## src/rtl/rstc_pkg.sv

```systemverilog
package rstc_pkg;
  localparam int NSRC    = 6;
  localparam int SRC_POR = 0;
  localparam int SRC_EXT = 1;
  localparam int SRC_WDG = 2;
  localparam int SRC_HLT = 3;
  localparam int SRC_CLK = 4;
  localparam int SRC_TST = 5;
  // bits set here wait for the end of the bus cycle
  localparam logic [NSRC-1:0] SYNC_MASK_DEF =
    (NSRC'(1) << SRC_EXT) | (NSRC'(1) << SRC_CLK) | (NSRC'(1) << SRC_TST);
endpackage

```

## src/rtl/rstc_sync.sv

```systemverilog
module rstc_sync #(
  parameter int W      = 5,
  parameter int STAGES = 2
) (
  input  logic         clk,
  input  logic         rst,
  input  logic [W-1:0] d,
  output logic [W-1:0] q
);
  logic [W-1:0] st [STAGES];

  always_ff @(posedge clk) begin
    if (rst) begin
      for (int k = 0; k < STAGES; k++) st[k] <= '0;
    end else begin
      st[0] <= d;
      for (int k = 1; k < STAGES; k++) st[k] <= st[k-1];
    end
  end

  assign q = st[STAGES-1];
endmodule

```

## src/rtl/rstc_busmon.sv

```systemverilog
module rstc_busmon #(
  parameter int W     = 8,
  parameter int LIMIT = 64   // 2 .. 2**W-1
) (
  input  logic clk,
  input  logic rst,
  input  logic en,
  input  logic bus_active,
  input  logic bus_term,
  output logic bus_err
);
  logic [W-1:0] cnt;
  logic         hung;

  assign hung = en && bus_active && !bus_term;

  always_ff @(posedge clk) begin
    if (rst) begin
      cnt     <= '0;
      bus_err <= 1'b0;
    end else if (hung) begin
      if (cnt == W'(LIMIT - 1)) begin
        cnt     <= '0;
        bus_err <= 1'b1;
      end else begin
        cnt     <= cnt + 1'b1;
        bus_err <= 1'b0;
      end
    end else begin
      cnt     <= '0;
      bus_err <= 1'b0;
    end
  end
endmodule

```

## src/rtl/rstc_cause.sv

```systemverilog
module rstc_cause #(
  parameter int N = 6
) (
  input  logic         clk,
  input  logic         rst,
  input  logic         capture,
  input  logic [N-1:0] fire_vec,
  output logic [N-1:0] cause
);
  logic [N-1:0] pick;

  // lowest set bit wins
  for (genvar i = 0; i < N; i++) begin : g_pick
    if (i == 0) begin : g_first
      assign pick[i] = fire_vec[i];
    end else begin : g_rest
      assign pick[i] = fire_vec[i] && !(|fire_vec[i-1:0]);
    end
  end

  always_ff @(posedge clk) begin
    if (rst)          cause <= N'(1);
    else if (capture) cause <= pick;
  end
endmodule

```

## src/rtl/rstc_top.sv

```systemverilog
module rstc_top
  import rstc_pkg::*;
#(
  parameter logic [NSRC-1:0] SYNC_MASK = SYNC_MASK_DEF,
  parameter int              STRETCH   = 16,
  parameter int              BMON_W    = 8,
  parameter int              BMON_LIM  = 64,
  parameter int              SYNC_STG  = 2
) (
  input  logic            clk,
  input  logic            rst,
  input  logic            ext_rst_req,
  input  logic            wdog_req,
  input  logic            halt_req,
  input  logic            clkfail_req,
  input  logic            test_req,
  input  logic            bus_active,
  input  logic            bus_term,
  input  logic            bmon_cfg_en,
  output logic            bus_err_o,
  output logic            sys_rst_o,
  output logic [NSRC-1:0] rst_cause_o
);
  localparam int CW = $clog2(STRETCH + 1);

  logic [NSRC-2:0] raw_req, req_s;
  logic [NSRC-1:0] req_sync, fire_vec;
  logic            bus_free, sync_any, sync_pend, fire, active, capture, bmon_en;
  logic [CW-1:0]   cnt;
  logic            rst_q;

  assign raw_req = {test_req, clkfail_req, halt_req, wdog_req, ext_rst_req};

  rstc_sync #(.W(NSRC-1), .STAGES(SYNC_STG)) u_sync (
    .clk(clk), .rst(rst), .d(raw_req), .q(req_s)
  );

  assign req_sync  = {req_s, 1'b0};
  assign bus_free  = !bus_active || bus_term || bus_err_o;
  assign sync_any  = |(req_sync & SYNC_MASK);
  assign sync_pend = sync_any && !rst_q;
  assign bmon_en   = bmon_cfg_en || sync_pend;
  assign fire_vec  = req_sync & (~SYNC_MASK | {NSRC{bus_free}});
  assign fire      = |fire_vec;
  assign active    = rst_q ? (|req_sync) : fire;
  assign capture   = fire && !rst_q;

  rstc_busmon #(.W(BMON_W), .LIMIT(BMON_LIM)) u_bmon (
    .clk(clk), .rst(rst), .en(bmon_en),
    .bus_active(bus_active), .bus_term(bus_term), .bus_err(bus_err_o)
  );

  rstc_cause #(.N(NSRC)) u_cause (
    .clk(clk), .rst(rst), .capture(capture),
    .fire_vec(fire_vec), .cause(rst_cause_o)
  );

  always_ff @(posedge clk) begin
    if (rst) begin
      cnt   <= CW'(STRETCH);
      rst_q <= 1'b1;
    end else if (active) begin
      cnt   <= CW'(STRETCH);
      rst_q <= 1'b1;
    end else begin
      if (cnt != '0) cnt <= cnt - 1'b1;
      rst_q <= (cnt > CW'(1));
    end
  end

  assign sys_rst_o = rst_q;
endmodule

```

## config.mk

```make
export PLATFORM = sky130hd
export DESIGN_NAME = rstc_top
export DESIGN_NICKNAME = d
export VERILOG_FILES = /design/src/rtl/rstc_pkg.sv /design/src/rtl/rstc_sync.sv /design/src/rtl/rstc_busmon.sv /design/src/rtl/rstc_cause.sv /design/src/rtl/rstc_top.sv
export SDC_FILE = /design/constraint.sdc
export NUM_CORES = 1
export LEC_CHECK = 0
export ABC_AREA = 1
export ABC_CLOCK_PERIOD_IN_PS = 2000
export BUFFER_PORTS_ARGS = -buffer_cell sky130_fd_sc_hd__buf_2
export CAP_MARGIN = 20
export CORE_ASPECT_RATIO = 1.25
export CORE_MARGIN = 1.5
export CORE_UTILIZATION = 50
export DETAILED_ROUTE_END_ITERATION = 7
export PLACE_DENSITY = 0.69
export SYNTH_ARGS = -nofsm -noshare
export SYNTH_HDL_FRONTEND = slang
export SYNTH_SLANG_ARGS = --single-unit
```

## constraint.sdc

```tcl
create_clock -name clk -period 2 [get_ports clk]
set_input_delay 0.3 -clock clk [delete_from_list [all_inputs] [get_ports clk]]
set_output_delay 0.3 -clock clk [all_outputs]
set_load 0.02 [all_outputs]
```

; ---- After elaboration in Yosys (flattened, before gate mapping)
; Memory sizes are Yosys's and may differ from the RTL's.
; Cells that the tools add are included.
; W data, S select, Z words.
[classes]
n_lt_le_gt_ge = 1
n_reduce_logical = 31
bitwise_logic = 4
shifts = 0
add_sub_neg = 2
eq_ne = 1
n_mux = 7
n_div = 0
n_mul = 0
[op_table]
columns = op, count
row1 = $mux W5, 2
row2 = $reduce_or A5 Y1, 2
row3 = $logic_and A1 B1 Y1, 9
row4 = $reduce_or A3 Y1, 3
row5 = $add A8 B1 Y8 const B, 1
row6 = $eq A8 B6 Y1 const B, 1
row7 = $logic_not A1 Y1, 8
row8 = $and A6 B6 Y6, 1
row9 = $reduce_or A2 Y1, 3
row10 = $reduce_or A6 Y1, 1
row11 = $gt A5 B1 Y1 const B, 1
row12 = $mux W1, 5
row13 = $reduce_bool A5 Y1, 1
row14 = $sub A5 B1 Y5 const B, 1
row15 = $reduce_or A4 Y1, 1
row16 = $logic_or A1 B1 Y1, 3
row17 = $or A1 B1 Y1, 2
row18 = $not A1 Y1, 1
[totals]
in_bits = 10
regBits = 21
romBits = 0
elab_cells = 52
latchBits = 0
out_inout_bits = 8
mem_count = 1
mem_bits_rw = 10
[memory_table]
columns = memory, words, width, read_ports, rd_ports_with_merged_regs, wr, line_no
row1 = u_sync.st, 2, 5, 2, 0, 2, rstc_sync.sv:10  ; logic [W-1:0] st [STAGES];

; ---- Logic depth before layout (Yosys ltp)
; An unclocked memory read counts as a cell.
[logic_depth]
word_depth = 8
ltp_mapped = 9
depth_no_buf = 9

; ---- By module
; From an unflattened synthesis, not the netlist that was laid out.
[hier_totals]
hier_cells = 197
area_unflattened_um2 = 1445.1
[modules_own_cells]
columns = module, area_each_um2, instances, seq_area_each_um2, cells_each
row1 = rstc_busmon, 432.9, 1, 180.2, 63
row2 = rstc_top, 421.7, 1, 120.1, 63
row3 = rstc_sync, 324.1, 1, 200.2, 36
row4 = rstc_cause, 266.5, 1, 120.1, 35

; ---- Worst setup path before layout
; OpenSTA, ideal clock, no wires.
[synth_timing]
kind = reg-to-reg
start = reg cnt[0]
end = reg cnt[0]
stages_incl_launch_ff = 9
t_arrival_ns = 1.150
synth_period_minus_slack_ns = 1.213
setup_ns = 0.063
required_ns = 1.937
path_buffers = 0
setup_slack_ns = 0.787
path_cell_list = dfxtp_1 inv_1 ha_1 inv_1 nor2_4 nand2_4 xor2_1 clkinv_1 nor2_2
[synth_via]
elab_chain_len = 1
elab_cells_between_ends = 2
cone_classes = add/sub (1) / reduce/logical (1)
[synth_lines]
columns = item, line_no
row1 = "start, declared", rstc_top.sv:29  ; logic [CW-1:0] cnt;
row2 = "start signal, assigned", rstc_top.sv:60  ; cnt <= CW'(STRETCH);
row3 = "start signal, assigned", rstc_top.sv:63  ; cnt <= CW'(STRETCH);
row4 = "start signal, assigned", rstc_top.sv:66  ; if (cnt != '0) cnt <= cnt - 1'b1;
row5 = $sub A5 B1 Y5 or $reduce_bool A5 Y1 (tied branches), rstc_top.sv:66
; Parallel ways exist; a longest one is shown, timed or not.
; A chain may end at the register's enable or synchronous reset.

; ---- Worst setup path after layout
; Same ends and word-level chain as after synthesis.

==> results by group <==
Layout
  – Register area: 621 um^2
  – Layout Nets: 205
  – Most frequent cells in the layout: dfxtp_1, nor2_1, inv_1
  – Commonest non-fill, non-tap cell in the layout: dfxtp_1
  – Area of the multi-input gates: 624 um^2
  – Final core utilization: 0.582
  – Fill count: 249
  – Synthesis-to-layout area growth: 12.9%
  – Final Instance Count excl. Fillers: 226
  – Ant diodes: 0
  – Layout cells sized above 1: 0.245
  – Final instance area: 1550 um^2

Floorplan
  – Die Span X: 49.8 um
  – Initial core utilization: 0.516
  – IO Pins: 18
  – Die Ht: 61.5 um
  – Core area: 2650 um^2
  – Core Rows: 21
  – Die area: 3060 um^2

Clock network
  – Cts bufs inserted: 5
  – Reg clk slew, reported paths: 90 ps
  – Post-CTS Resized: 0
  – Post-CTS Setup Inserts: 0
  – Root Driver: clkbuf_4
  – TritonCTS clock tree: yes
  – Clk_lat worst skew: 330 ps
  – H-tree Lvls: 2
  – Clock Sinks: 31
  – Hold buffer count at CTS: 0
  – Clock Path Buffers: 2

Routing
  – Detailed-route via count: 1,036
  – Drt drc: 0
  – First-pass iteration count of the detailed router: 4
  – DR vias/cell: 4.58
  – DRT antenna net count: 0
  – Avg WL per Cell: 9.39 um
  – Total wire length: 2.12 mm
  – Initial DRC count: 11

Timing
  – Pins Over Slew Limit: 0
  – Unrepaired setup endpoints after global routing: no
  – Slew margin rel.: 0.828
  – Worst slew pin tran: 258 ps
  – Clk_skew: 3.48 ps
  – Fin crit period: 1370 ps
  – Final period util: 0.683
  – Sum of negative setup slack: 0 ps
  – Fin. Hold Viols: 0
  – Final setup fails: 0
  – Peak Freq: 0.733 GHz

Placed design
  – GPL Wtd Cong: 0.837
  – Hpwl dp: 1.64 mm
  – Post-Place Cell Area: 1490 um^2
  – Port buffer count: 17
  – DP Cell Count: 218

Logic synthesis
  – Post-Syn Nets: 182
  – Ys Warns: 0
  – Post-synthesis cell area: 1370 um^2
  – Netlist cell types: 26
  – Synth area leaders: dfxtp_1, nor2_1, inv_1
  – Yosys reg bits: 31
  – Register area share after synthesis: 0.453
  – Syn Area/Cell: 8.15 um^2
  – Leading area contributor after synthesis: dfxtp_1
  – Synth Instances: 168
  – Post-synth top area share: 0.453

Power
  – Power Dens Cells: 807 nW/um^2
  – VDD IR-drop max: 442 uV
  – Leak: 0.737 nW
  – Total power draw: 1.25 mW

GRT
  – Vias in the first global route: 926
  – Antenna violations before repair: 0
  – GR Overflow Total: 0
  – All-layer global routing usage: 0.161
  – First-pass GRT wire length: 3.56 mm
  – Pin count of the biggest net entering global routing: 14

Worst setup path
  – Worst-path fanout max: 5
  – CP endpoint kind: flop
  – CP Data Required Time: 2270 ps
  – Startpoint Class: flop
  – Critical Path AT: 1640 ps
  – Crit path kind: reg -> reg

Flow run
  – Number of max-cap violations: 0

Worst hold path
  – Worst min path class: in -> reg

Status
  – Status: complete, no violations
path summary, 6_finish.rpt:
| path | from | to | slack, ps | depth (start not counted) |
|---|---|---|---|---|
| max | cnt[0] | cnt[0] | 630 | 8 |
| min | halt_req | u_sync.st[0][2] | 170 | 3 |
| max reg2reg | cnt[0] | cnt[0] | 630 | 8 |
| min reg2reg | u_sync.st[0][0] | u_sync.st[0][5] | 400 | 2 |
Yosys cell counts, drive strengths merged:
cell	count
nor3	4
clkinv	1
nor2	36
inv	31
a21oi	6
nand4	3
ha	4
o21ai	5
nand3	11
xor2	6
or2	2
dfxtp	31
a21o	1
clkbuf	1
xnor2	2
nand2	24
critical path, cell delays in order (launching register included):
cell and delay (ps):
dfxtp_1 420, inv_1 110, ha_1 200, inv_1 110, nor2_4 60, nand2_4 70
xor2_1 160, clkinv_1 90, nor2_2 90
power breakdown:
group / switching, mW / internal, mW
Sequential: 0.0216 / 0.648
Combinational: 0.142 / 0.0966
Clock: 0.208 / 0.130
Total: 0.372 / 0.875
layer usage:
metal / vias to the layer above / GRT usage / routed length (um)
met1: 455 / 0.151 / 864
met3: 7 / 0.0680 / 101
met5: - / 0 / 0
li1: 556 / - / -
met4: 0 / 0.131 / 76
met2: 18 / 0.280 / 1080
cell families after synthesis:
kind of cell,synth area share
xor gates and xnor gates,0.0512
AOI/OAI and AO/OA,0.0512
and+or+nand+nor,0.317
buffers and inverters,0.0905
adders and majority gates,0.0366
DFF,0.453
registers in the layout, indices dropped and copies added (netlist names):
signal          cells
sys_rst_o           1
u_cause.cause       6
u_bmon.bus_err      1
u_sync.st          10
u_bmon.cnt          8
cnt                 5
final cells by class:
cell class,count,area share
clock buffers,5,0.0243
clock inverters,3,0.00972
inverters,32,0.0777
multi-input cells,104,0.404
flip-flops and latches,31,0.402
well taps,34,0.0275
repair buffers,17,0.0551
metrics by stage:
| step | hold slack, ps | worst slack, ps |
|---|---|---|
| after floorplan | 388 | 787 |
| after global placement | 392 | 748 |
| after detailed placement | 394 | 676 |
| after CTS | 163 | 638 |
| after global routing | 163 | 552 |
| final | 169 | 635 |
No activity file was read; power rests on OpenSTA's default activity.
